==> config.mk <==
export PLATFORM = sky130hd
export DESIGN_NAME = spi_reg_master
export DESIGN_NICKNAME = d
export VERILOG_FILES = /design/src/rtl/spi_reg_pkg.sv /design/src/rtl/spi_reg_shift.sv /design/src/rtl/spi_reg_ctrl.sv /design/src/rtl/spi_reg_master.sv
export SDC_FILE = /design/constraint.sdc
export NUM_CORES = 1
export LEC_CHECK = 0
export ABC_CLOCK_PERIOD_IN_PS = 8200
export BUFFER_PORTS_ARGS = -buffer_cell sky130_fd_sc_hd__buf_2
export CORE_MARGIN = 4
export CORE_UTILIZATION = 52
export DETAILED_ROUTE_END_ITERATION = 12
export GPL_TIMING_DRIVEN = 0
export PLACE_DENSITY_LB_ADDON = 0.3
export SETUP_SLACK_MARGIN = 0.2
export SYNTH_ARGS = -nofsm -noshare
export SYNTH_HDL_FRONTEND = slang
export SYNTH_HIERARCHICAL = 1
export SYNTH_SLANG_ARGS = --single-unit
==> constraint.sdc <==
create_clock -name clk -period 8.2 [get_ports clk]
set_input_delay 0.41 -clock clk [delete_from_list [all_inputs] [get_ports clk]]
set_output_delay 0.41 -clock clk [all_outputs]
set_load 0.05 [all_outputs]
==> src/rtl/spi_reg_pkg.sv <==
`timescale 1ns/1ps
package spi_reg_pkg;
  localparam int REG_W   = 32;
  localparam int IDX_W   = $clog2(REG_W);
  localparam int CNT_W   = IDX_W + 2;
  localparam int WCNT_W  = 2;
  localparam int GAP_W   = 4;

  localparam int OFS_CTRL = 'h00;
  localparam int OFS_DIV  = 'h04;
  localparam int OFS_SEL  = 'h08;
  localparam int OFS_DATA = 'h10;

  localparam int B_GO    = 0;
  localparam int B_RXNEG = 1;
  localparam int B_TXNEG = 2;
  localparam int B_LEN   = 3;
  localparam int B_WCNT  = 8;
  localparam int B_LSB   = 10;
  localparam int B_GAP   = 12;
  localparam int B_DONE  = 16;
  localparam int B_IEN   = 17;
  localparam int B_CPOL  = 31;
  localparam int B_SSON  = 0;
  localparam int B_SSLEV = 2;

  typedef enum logic [1:0] {ST_IDLE, ST_LOAD, ST_SHIFT, ST_GAP} seqState_t;

  typedef struct packed {
    logic             startWord;
    logic             launch;
    logic [IDX_W-1:0] launchIdx;
    logic             sample;
    logic [IDX_W-1:0] sampleIdx;
  } shiftStrobe_t;
endpackage

==> src/rtl/spi_reg_shift.sv <==
`timescale 1ns/1ps
module spi_reg_shift
  import spi_reg_pkg::*;
(
  input  logic             clk,
  input  logic             rstN,
  input  shiftStrobe_t     strb,
  input  logic             lsbFirst,
  input  logic [IDX_W-1:0] bitLen,
  input  logic [REG_W-1:0] txWord,
  input  logic             miso,
  output logic             mosi,
  output logic [REG_W-1:0] rxWord
);
  logic [IDX_W:0]   wordLen;
  logic [IDX_W-1:0] firstPos, launchPos, samplePos;

  function automatic logic [IDX_W-1:0] mapPos(input logic [IDX_W-1:0] idx,
                                              input logic lsb,
                                              input logic [IDX_W:0] len);
    return lsb ? idx : IDX_W'(len - (IDX_W+1)'(1) - {1'b0, idx});
  endfunction

  assign wordLen   = (bitLen == '0) ? (IDX_W+1)'(REG_W) : {1'b0, bitLen};
  assign firstPos  = mapPos('0, lsbFirst, wordLen);
  assign launchPos = mapPos(strb.launchIdx, lsbFirst, wordLen);
  assign samplePos = mapPos(strb.sampleIdx, lsbFirst, wordLen);

  always_ff @(posedge clk or negedge rstN) begin
    if (!rstN) begin
      mosi   <= 1'b0;
      rxWord <= '0;
    end else begin
      if (strb.startWord) begin
        mosi   <= txWord[firstPos];
        rxWord <= '0;
      end
      if (strb.launch) mosi <= txWord[launchPos];
      if (strb.sample) rxWord[samplePos] <= miso;
    end
  end
endmodule

==> src/rtl/spi_reg_ctrl.sv <==
`timescale 1ns/1ps
module spi_reg_ctrl
  import spi_reg_pkg::*;
#(
  parameter int DIV_W  = 16,
  parameter int ADDR_W = 8
) (
  input  logic              clk,
  input  logic              rstN,
  input  logic              wrEn,
  input  logic [ADDR_W-1:0] addr,
  input  logic [REG_W-1:0]  wrData,
  input  logic [REG_W-1:0]  rxWord,
  output logic [REG_W-1:0]  rdData,
  output logic [REG_W-1:0]  txWord,
  output logic              lsbFirst,
  output logic [IDX_W-1:0]  bitLen,
  output shiftStrobe_t      strb,
  output logic              busy,
  output logic              cpol,
  output logic              doneFlag,
  output logic              sclk,
  output logic              ssOut,
  output logic              irq
);
  logic              rxNeg, txNeg, intEn, ssEn, ssLev;
  logic [WCNT_W-1:0] wordCnt, wordIdx;
  logic [GAP_W-1:0]  gapLen;
  logic [DIV_W-1:0]  divVal, divCnt;
  logic [CNT_W-1:0]  edgeCnt, wordLen, launchBit;
  seqState_t         state;
  logic              ctrlWr, divWr, selWr, dataWr, goReq;
  logic              halfEnd, lastEdge, gapLast, finish, inEdge;
  logic              sampleIsMid, launchIsMid, edgeIsMid;
  logic [REG_W-1:0]  ctrlWord;
  logic              unusedBits;

  assign ctrlWr = wrEn && (addr == ADDR_W'(OFS_CTRL));
  assign divWr  = wrEn && (addr == ADDR_W'(OFS_DIV));
  assign selWr  = wrEn && (addr == ADDR_W'(OFS_SEL));
  assign dataWr = wrEn && (addr == ADDR_W'(OFS_DATA));
  assign goReq  = ctrlWr && !busy && wrData[B_GO];
  assign unusedBits = ^{wrData[11], wrData[30:18]};

  // Edge bookkeeping: edge e ends half e; even edges sit mid-slot.
  assign wordLen     = (bitLen == '0) ? CNT_W'(REG_W) : CNT_W'(bitLen);
  assign halfEnd     = (divCnt == divVal);
  assign lastEdge    = (edgeCnt == ((wordLen << 1) - CNT_W'(1)));
  assign gapLast     = (edgeCnt == (CNT_W'({gapLen, 1'b0}) - CNT_W'(1)));
  assign sampleIsMid = (rxNeg == cpol);
  assign launchIsMid = (txNeg == cpol);
  assign edgeIsMid   = ~edgeCnt[0];
  assign launchBit   = (launchIsMid == sampleIsMid) ? (edgeCnt >> 1) + CNT_W'(1)
                                                    : (edgeCnt + CNT_W'(1)) >> 1;
  assign inEdge      = (state == ST_SHIFT) && halfEnd;
  assign finish      = inEdge && lastEdge && (wordIdx == wordCnt);

  always_comb begin
    strb           = '0;
    strb.startWord = (state == ST_LOAD);
    strb.sample    = inEdge && (edgeIsMid == sampleIsMid);
    strb.sampleIdx = IDX_W'(edgeCnt >> 1);
    strb.launch    = inEdge && (edgeIsMid == launchIsMid) && (launchBit < wordLen);
    strb.launchIdx = IDX_W'(launchBit);
  end

  // Register file
  always_ff @(posedge clk or negedge rstN) begin
    if (!rstN) begin
      {cpol, intEn, lsbFirst, txNeg, rxNeg} <= '0;
      bitLen <= '0; wordCnt <= '0; gapLen <= '0;
      divVal <= '0; txWord <= '0; ssEn <= 1'b0; ssLev <= 1'b0;
      doneFlag <= 1'b0;
    end else begin
      if (ctrlWr && !busy) begin
        cpol     <= wrData[B_CPOL];
        intEn    <= wrData[B_IEN];
        gapLen   <= wrData[B_GAP +: GAP_W];
        lsbFirst <= wrData[B_LSB];
        wordCnt  <= wrData[B_WCNT +: WCNT_W];
        bitLen   <= wrData[B_LEN +: IDX_W];
        txNeg    <= wrData[B_TXNEG];
        rxNeg    <= wrData[B_RXNEG];
      end
      if (divWr && !busy)  divVal <= wrData[DIV_W-1:0];
      if (dataWr && !busy) txWord <= wrData;
      if (selWr) begin
        ssEn  <= wrData[B_SSON];
        ssLev <= wrData[B_SSLEV];
      end
      if (finish)                       doneFlag <= 1'b1;
      else if (ctrlWr && wrData[B_DONE]) doneFlag <= 1'b0;
    end
  end

  // Sequencer
  always_ff @(posedge clk or negedge rstN) begin
    if (!rstN) begin
      state <= ST_IDLE; busy <= 1'b0; sclk <= 1'b0;
      divCnt <= '0; edgeCnt <= '0; wordIdx <= '0;
    end else begin
      unique case (state)
        ST_IDLE: begin
          sclk <= cpol;
          if (goReq) begin
            busy    <= 1'b1;
            wordIdx <= '0;
            state   <= ST_LOAD;
          end
        end
        ST_LOAD: begin
          sclk    <= cpol;
          divCnt  <= '0;
          edgeCnt <= '0;
          state   <= ST_SHIFT;
        end
        ST_SHIFT: begin
          if (halfEnd) begin
            divCnt <= '0;
            sclk   <= ~sclk;
            if (lastEdge) begin
              edgeCnt <= '0;
              if (wordIdx == wordCnt) begin
                busy  <= 1'b0;
                state <= ST_IDLE;
              end else begin
                wordIdx <= wordIdx + WCNT_W'(1);
                state   <= (gapLen == '0) ? ST_LOAD : ST_GAP;
              end
            end else begin
              edgeCnt <= edgeCnt + CNT_W'(1);
            end
          end else begin
            divCnt <= divCnt + DIV_W'(1);
          end
        end
        ST_GAP: begin
          if (halfEnd) begin
            divCnt <= '0;
            if (gapLast) begin
              edgeCnt <= '0;
              state   <= ST_LOAD;
            end else begin
              edgeCnt <= edgeCnt + CNT_W'(1);
            end
          end else begin
            divCnt <= divCnt + DIV_W'(1);
          end
        end
        default: state <= ST_IDLE;
      endcase
    end
  end

  always_comb begin
    ctrlWord                    = '0;
    ctrlWord[B_GO]              = busy;
    ctrlWord[B_RXNEG]           = rxNeg;
    ctrlWord[B_TXNEG]           = txNeg;
    ctrlWord[B_LEN +: IDX_W]    = bitLen;
    ctrlWord[B_WCNT +: WCNT_W]  = wordCnt;
    ctrlWord[B_LSB]             = lsbFirst;
    ctrlWord[B_GAP +: GAP_W]    = gapLen;
    ctrlWord[B_DONE]            = doneFlag;
    ctrlWord[B_IEN]             = intEn;
    ctrlWord[B_CPOL]            = cpol;
    rdData = '0;
    if (addr == ADDR_W'(OFS_CTRL))      rdData = ctrlWord;
    else if (addr == ADDR_W'(OFS_DIV))  rdData = REG_W'(divVal);
    else if (addr == ADDR_W'(OFS_SEL)) begin
      rdData[B_SSON]  = ssEn;
      rdData[B_SSLEV] = ssLev;
    end
    else if (addr == ADDR_W'(OFS_DATA)) rdData = rxWord;
  end

  assign ssOut = ssEn ? ssLev : ~ssLev;
  assign irq   = doneFlag & intEn;
endmodule

==> src/rtl/spi_reg_master.sv <==
`timescale 1ns/1ps
module spi_reg_master
  import spi_reg_pkg::*;
#(
  parameter int DIV_W  = 16,
  parameter int ADDR_W = 8
) (
  input  logic              clk,
  input  logic              rstN,
  input  logic              wrEn,
  input  logic [ADDR_W-1:0] addr,
  input  logic [REG_W-1:0]  wrData,
  output logic [REG_W-1:0]  rdData,
  input  logic              miso,
  output logic              sclk,
  output logic              mosi,
  output logic              ssOut,
  output logic              irq
);
  shiftStrobe_t     strb;
  logic [REG_W-1:0] txWord, rxWord;
  logic [IDX_W-1:0] bitLen;
  logic             lsbFirst, busy, cpol, doneFlag;

  spi_reg_ctrl #(.DIV_W(DIV_W), .ADDR_W(ADDR_W)) ctrlU (
    .clk(clk), .rstN(rstN), .wrEn(wrEn), .addr(addr), .wrData(wrData),
    .rxWord(rxWord), .rdData(rdData), .txWord(txWord), .lsbFirst(lsbFirst),
    .bitLen(bitLen), .strb(strb), .busy(busy), .cpol(cpol),
    .doneFlag(doneFlag), .sclk(sclk), .ssOut(ssOut), .irq(irq)
  );

  spi_reg_shift shiftU (
    .clk(clk), .rstN(rstN), .strb(strb), .lsbFirst(lsbFirst),
    .bitLen(bitLen), .txWord(txWord), .miso(miso), .mosi(mosi),
    .rxWord(rxWord)
  );
endmodule

After elaboration in Yosys (flattened, before gate mapping)
Index checks and enable logic that the tools add are counted.
W data, S select, Z words.

storage, ports and cells
  logic and storage cells = 149
  output and inout bits = 36
  bits in registers = 129

operators by class
  bitwise logic cells = 4
  add/sub/neg operators = 9
  order comparisons = 5
  mux-type cells = 54
  equal/unequal tests = 22
  reductions and logical operators = 34

operators by type and width
  operator                 number
  $mux W32                 5
  $mux W7                  5
  $bwmux W32               1
  $pmux W16 S2             1
  $mux W29                 1
  $mux W2                  11
  $pmux W7 S3              1
  $mux W5                  4
  $lt A5 B6 Y1 const B     3
  $add A16 B1 Y16 const B  1
  $eq A16 B16 Y1           1
  $logic_and A1 B1 Y1      16
  $mux W1                  16
  $mux W16                 1
  $reduce_and A5 Y1        3
  $eq A7 B7 Y1             2
  $bmux W1 S5              2
  $ne A2 B1 Y1 const B     5
  $reduce_bool A2 Y1       5
  $sub A5 B5 Y5            2
  $eq A8 B3 Y1 const B     1
  $eq A8 B4 Y1 const B     1
  $eq A8 B5 Y1 const B     1
  $logic_not A8 Y1         1
  other kinds (28)         38

Depth between registers and ports, before layout
  depth in word-level cells = 11
  gate-level depth with buffers = 18
  depth with buffers taken out = 18

Cells and area by module
The synthesis kept the hierarchy.

by module, submodules not included
  module         times used  cells an instance  seq. area each (µm²)  area each (µm²)
  spi_reg_ctrl   1           498                2,402.3               5,402.7
  spi_reg_shift  1           331                825.8                 3,104.2

Least setup slack after synthesis
Ideal clock, no wire load.

  path type = register -> register
  from = reg ctrlU.bitLen[0]
  to = reg shiftU.mosi
  cell stages (with the launch flop) = 16
  setup slack = 4.444 ns
  data arrival time = 3.616 ns
  required time = 8.060 ns
  path buffers = 1
  setup time = 0.140 ns
  cells stage by stage = dfrtp_1 > inv_1 > ha_1 > or4b_1 > nand2_2 > inv_2 > buf_6 > ha_1 > fa_1 > nor2b_1 > nor2_1 > mux4_2 > mux2i_1 > mux2i_1 > mux2i_1 > o211ai_1

between the ends
  cells in the longest elaborated chain, start to end = 8

ends and longest elaborated chain
  element                                          line                                      text
  start: declaration                               spi_reg_ctrl.sv:17                        output logic [IDX_W-1:0] bitLen,
  start signal: assignment                         spi_reg_ctrl.sv:81                        bitLen <= wrData[B_LEN +: IDX_W];
  $logic_not A5 Y1                                 spi_reg_shift.sv:24, spi_reg_ctrl.sv:46
  $mux W5                                          spi_reg_shift.sv:24                       assign wordLen = (bitLen == '0) ? (IDX_W+1)'(REG_W) : {1'b0, bitLen};
  $sub A5 B1 Y5                                    spi_reg_shift.sv:21                       return lsb ? idx : IDX_W'(len - (IDX_W+1)'(1) - {1'b0, idx});
  $sub A5 B5 Y5 / $mux W5 (equally long branches)  spi_reg_shift.sv:21
  $mux W5 / $bmux W1 S5 (equally long branches)    spi_reg_shift.sv:21, spi_reg_shift.sv:35
  $bmux W1 S5 / $mux W1 (equally long branches)    spi_reg_shift.sv:38, spi_reg_shift.sv:35
  $mux W1 (on tied branches)                       spi_reg_shift.sv:38, spi_reg_shift.sv:34
  $mux W1                                          spi_reg_shift.sv:38                       if (strb.launch) mosi <= txWord[launchPos];
  end signal: assignment                           spi_reg_shift.sv:35                       mosi <= txWord[firstPos];
  end signal: assignment                           spi_reg_shift.sv:38
  end: declaration                                 spi_reg_shift.sv:12                       output logic mosi,

Parallel ways exist; a longest one is shown, timed or not. The select of a mux whose other input is x is not followed.
A chain may end at the register's enable or synchronous reset.

Worst setup path after layout
Ends and elaborated chain as after synthesis.

==> out/results.env <==
OUTCOME='finished, final reports clean'
MAPPEDNETLISTNETS=899
DRC=0
TIGHTESTPINTRANSITION_NS=0.873
FLOORPLAN.DIE.WIDTH_UM=136
PEAKVDDDROP_uV=203
SLEW_HEADROOM=0.412
PWR_DENSITY_CELL_nW_PER_UM2=200
POWER.SHARE.CLOCK=0.436
CTS_RESIZED=0
YS_FF_LATCH=129
P_LEAK_uW=0.00473
INSERTION_DELAY_NS=0.42
SYNTHDOMINANTAREACELLTYPE='sky130_fd_sc_hd__dfrtp_1'
PERIOD_UTILIZATION_POST_ROUTE=0.550
POST_SYNTH.CELL_AREA_AVG_SQ_UM=10.3
TIMING_HOLD_VIOLATIONS_FINAL=0
LAYOUT.FILLER_CELLS=1325
MAXIMUM_NUMBER_OF_BUFFERS_FROM_CLOCK_ROOT_TO_SINK=2
ANTENNA_VIOLATIONS_BEFORE_REPAIR=0
TRITONCTS='done'
SWITCHING_FRACTION=0.313
NUM_IO_PINS=80
DETAILEDPLACEMENTHPWL_UM=16700
INITIAL_UTILIZATION=0.534
EDFF_COUNT_SYNTH=0
SETUP_REPAIR_AFTER_GLOBAL_ROUTING_MISSED_ITS_MARGIN='false'
WORST-ENDPOINT-REQUIRED_NS=8.47
WORST-SETUP-PATH-TYPE='flip-flop to flip-flop'
MAXCLOCKFREQUENCY_MHz=222
RELATIVE_CONTRIBUTION_OF_SEQUENTIAL_CELLS_TO_TOTAL_POWER=0.345
POST_DRT_WL_PER_CELL_UM=20.0
FIN_SKEW_NS=0.00942
SYNTH_TOP_CELL_AREA_SHARE=0.379
WORSTPATHMAXFANOUT=11
CTS_HOLD_BUF=1
ASYNC_FLOP_SHARE=1.00
SEQUENTIAL_CELL_AREA_SQ_UM=3230
GRT_FIRST_PASS_WIRELENGTH_UM=36300
POWER.SHARE.COMBINATIONAL=0.219
GRT_MAX_DEGREE=95
LAYOUT.CELLS.NON_FILLER=1158
VIAS_IN_THE_FIRST_GLOBAL_ROUTE=6659
YOSYSSEQAREASHARE=0.379
TIMING.FINAL.MAX_SLEW_VIOLATIONS=0
POST_SYNTH_INST_COUNT=829
MULTI_INPUT_COMB_AREA_SQ_UM=4810
FIN_SETUP_TNS_NS=0
P_INT_uW=1360
OVERFLOW=0
MOST-COMMON-LAYOUT-CELLS='sky130_fd_sc_hd__dfrtp_1, sky130_fd_sc_hd__buf_2, sky130_fd_sc_hd__mux2_2, sky130_fd_sc_hd__inv_1, sky130_fd_sc_hd__nand3_1'
CAP_VIOL_MAX_COUNT=0
ROOT_BUFFER='sky130_fd_sc_hd__clkbuf_16'
CP_DATA_ARRIVAL_TIME_NS=4.78
WORST_SETUP_HOLD_PATH_CLK_SLEW_NS=0.06
SETUP_VIOL_COUNT_FINAL=0
SYNTH.DISTINCT_CELLS=86
AREA_GROWTH_SYN_TO_LAYOUT_PCT=16.1
ROUTED-VIA-COUNT=6859
FINALPOWER_uW=1980
GP_ROUTABILITY_CONGESTION=0.914
VIA_PER_INST=5.92
CORE_AREA_SQ_UM=15900
CLOCK_SINK_COUNT=129
CTS_BUFFERS=17
HOLD_PATH_CLASS='input port to flip-flop'
VERTICAL_DIE_DIMENSION_UM=136
GRTUSAGETOTAL=0.254
PLACE.PORT_BUFFERS=79
SYNTH_FLOP_CELL='sky130_fd_sc_hd__dfrtp_1'
MOSTFREQUENTLAYOUTCELL='sky130_fd_sc_hd__dfrtp_1'
FINAL_LAYOUT_SIZE_SUFFIX_GT1_FRAC=0.260
DRTANTENNAVIOLNETS=0
SYNTHESIS.YOSYS.WARNINGS=6
DETAIL_ROUTE.FIRST_PASS.ITERATIONS=5
CRITICAL_PATH.ENDPOINT_TYPE='flip-flop'
ANTENNA_CELLS=0
CTS.REPAIR_TIMING.SETUP_BUFFER_COUNT=0
DRT_ITER0_MARKERS=698
P_SWITCHING_uW=620
LAYOUT_MIN_CYCLE_TIME_NS=4.51
SYNTHTOPCELLSBYAREA='sky130_fd_sc_hd__dfrtp_1, sky130_fd_sc_hd__mux2_2, sky130_fd_sc_hd__xnor2_1'
H-TREE-DEPTH=4
FINISH.NET_COUNT=999
CORE.ROWCOUNT=46
START_KIND='flip-flop'
ROUTE.FINAL.WIRE_LENGTH_UM=23100
POST-PLACE-CELLS=1125
SYNTH.CELL_AREA_SQ_UM=8510
FLOORPLAN.DIE_AREA_SQ_UM=18500
metal layers:
layer	track usage	vias to the layer above	share of wire
met5	0	-	0
met4	0.0991	0	0.032
met3	0.0466	51	0.060
met2	0.397	259	0.46
met1	0.353	3378	0.44
li1	-	3171	-
path summary, 6_finish.rpt:
| kind | start | end | slack, ns | depth (start not counted) |
|---|---|---|---|---|
| setup reg to reg | ctrlU/bitLen[0] | shiftU/mosi | 3.69 | 15 |
| max in group asynchronous | rstN | ctrlU/bitLen[0] | 6.94 | 3 |
| hold reg to reg | ctrlU/txWord[27] | ctrlU/txWord[27] | 0.54 | 1 |
| min in group asynchronous | rstN | shiftU/rxWord[25] | 0.47 | 2 |
| setup / recovery | ctrlU/bitLen[0] | shiftU/mosi | 3.69 | 15 |
| hold / removal | wrData[19] | ctrlU/txWord[19] | 0.22 | 2 |
flip-flops by register name, indices dropped and copies added (netlist names):
name / cells
ctrlU/bitLen: 5
ctrlU/busy: 1
ctrlU/cpol: 1
ctrlU/divCnt: 16
ctrlU/divVal: 16
ctrlU/doneFlag: 1
ctrlU/edgeCnt: 7
ctrlU/gapLen: 4
ctrlU/intEn: 1
ctrlU/lsbFirst: 1
ctrlU/rxNeg: 1
ctrlU/sclk: 1
ctrlU/ssEn: 1
ctrlU/ssLev: 1
ctrlU/state: 2
ctrlU/txNeg: 1
ctrlU/txWord: 32
ctrlU/wordCnt: 2
ctrlU/wordIdx: 2
shiftU/mosi: 1
shiftU/rxWord: 32
power groups by stage:
stage | Sequential (uW) | Clock [uW] | Combinational (uW)
after global placement | 693 | 0 | 417
after floorplan | 691 | 0 | 296
after detailed placement | 694 | 0 | 425
after CTS | 683 | 872 | 428
final | 683 | 864 | 433
after global routing | 686 | 897 | 478
per-stage QoR:
stage          utilization  hold slack [ns]  setup slack [ns]  cell area [sq um]
6_report             0.620            0.220              3.69               9880
5_1_grt              0.620            0.212              3.43               9880
4_1_cts              0.620            0.210              3.74               9880
3_5_place_dp         0.577            0.351              3.76               9210
3_3_place_gp         0.575            0.516              3.83               9170
2_1_floorplan            -            0.114              4.44               8510
cell families (layout without fill, tap and decap cells):
group	Yosys count	in the layout	share of synthesized area
xor gates and xnor gates	63	63	0.0680
AOI/OAI and AO/OA	122	122	0.113
DFF	129	129	0.379
buffers and inverters	99	212	0.0547
and+or+nand+nor	273	273	0.182
adders and majority gates	26	26	0.0400
muxes	117	117	0.163
synthesized netlist by cell type (3+ instances only):
| cell | number |
|---|---|
| sky130_fd_sc_hd__a211oi_1 | 4 |
| sky130_fd_sc_hd__a21o_1 | 4 |
| sky130_fd_sc_hd__a21oi_1 | 18 |
| sky130_fd_sc_hd__a222oi_1 | 14 |
| sky130_fd_sc_hd__a22o_1 | 7 |
| sky130_fd_sc_hd__a22oi_1 | 4 |
| sky130_fd_sc_hd__a31oi_1 | 3 |
| sky130_fd_sc_hd__a41o_1 | 3 |
| sky130_fd_sc_hd__and2_1 | 17 |
| sky130_fd_sc_hd__and3_1 | 8 |
| sky130_fd_sc_hd__buf_1 | 5 |
| sky130_fd_sc_hd__buf_2 | 9 |
| sky130_fd_sc_hd__buf_4 | 8 |
| sky130_fd_sc_hd__buf_6 | 4 |
| sky130_fd_sc_hd__clkbuf_1 | 17 |
| sky130_fd_sc_hd__dfrtp_1 | 129 |
| sky130_fd_sc_hd__ha_1 | 24 |
| sky130_fd_sc_hd__inv_1 | 51 |
| sky130_fd_sc_hd__mux2_1 | 25 |
| sky130_fd_sc_hd__mux2_2 | 70 |
| sky130_fd_sc_hd__mux2i_1 | 13 |
| sky130_fd_sc_hd__mux4_2 | 7 |
| sky130_fd_sc_hd__nand2_1 | 39 |
| sky130_fd_sc_hd__nand2b_1 | 9 |
| sky130_fd_sc_hd__nand3_1 | 49 |
| sky130_fd_sc_hd__nand3_2 | 6 |
| sky130_fd_sc_hd__nand4_1 | 13 |
| sky130_fd_sc_hd__nor2_1 | 44 |
| sky130_fd_sc_hd__nor2b_1 | 37 |
| sky130_fd_sc_hd__nor3_1 | 17 |
| sky130_fd_sc_hd__nor3b_1 | 3 |
| sky130_fd_sc_hd__o211ai_1 | 6 |
| sky130_fd_sc_hd__o21a_1 | 3 |
| sky130_fd_sc_hd__o21ai_0 | 21 |
| sky130_fd_sc_hd__o22ai_1 | 6 |
| sky130_fd_sc_hd__o32ai_1 | 4 |
| sky130_fd_sc_hd__or3_1 | 4 |
| sky130_fd_sc_hd__xnor2_1 | 43 |
| sky130_fd_sc_hd__xor2_1 | 18 |
critical path, cell delays in order (launching register included):
cell	delay, ns
sky130_fd_sc_hd__dfrtp_1	0.55
sky130_fd_sc_hd__inv_1	0.12
sky130_fd_sc_hd__ha_1	0.21
sky130_fd_sc_hd__or4b_1	0.51
sky130_fd_sc_hd__nand2_2	0.17
sky130_fd_sc_hd__inv_2	0.07
sky130_fd_sc_hd__buf_6	0.16
sky130_fd_sc_hd__ha_1	0.21
sky130_fd_sc_hd__fa_1	0.49
sky130_fd_sc_hd__nor2b_1	0.24
sky130_fd_sc_hd__nor2_1	0.53
sky130_fd_sc_hd__mux4_2	0.59
sky130_fd_sc_hd__mux2i_1	0.17
sky130_fd_sc_hd__mux2i_1	0.09
sky130_fd_sc_hd__mux2i_1	0.15
sky130_fd_sc_hd__o211ai_1	0.10
area by class of cell:
class,instances,share of cell area
inverters,53,0.0201
clock buffers,19,0.0448
multi-input cells,601,0.487
well taps,216,0.0274
plain buffers,46,0.0270
clock inverters,13,0.0222
flip-flops and latches,129,0.327
repair buffers,81,0.0445
No activity file was read; power rests on OpenSTA's default activity.
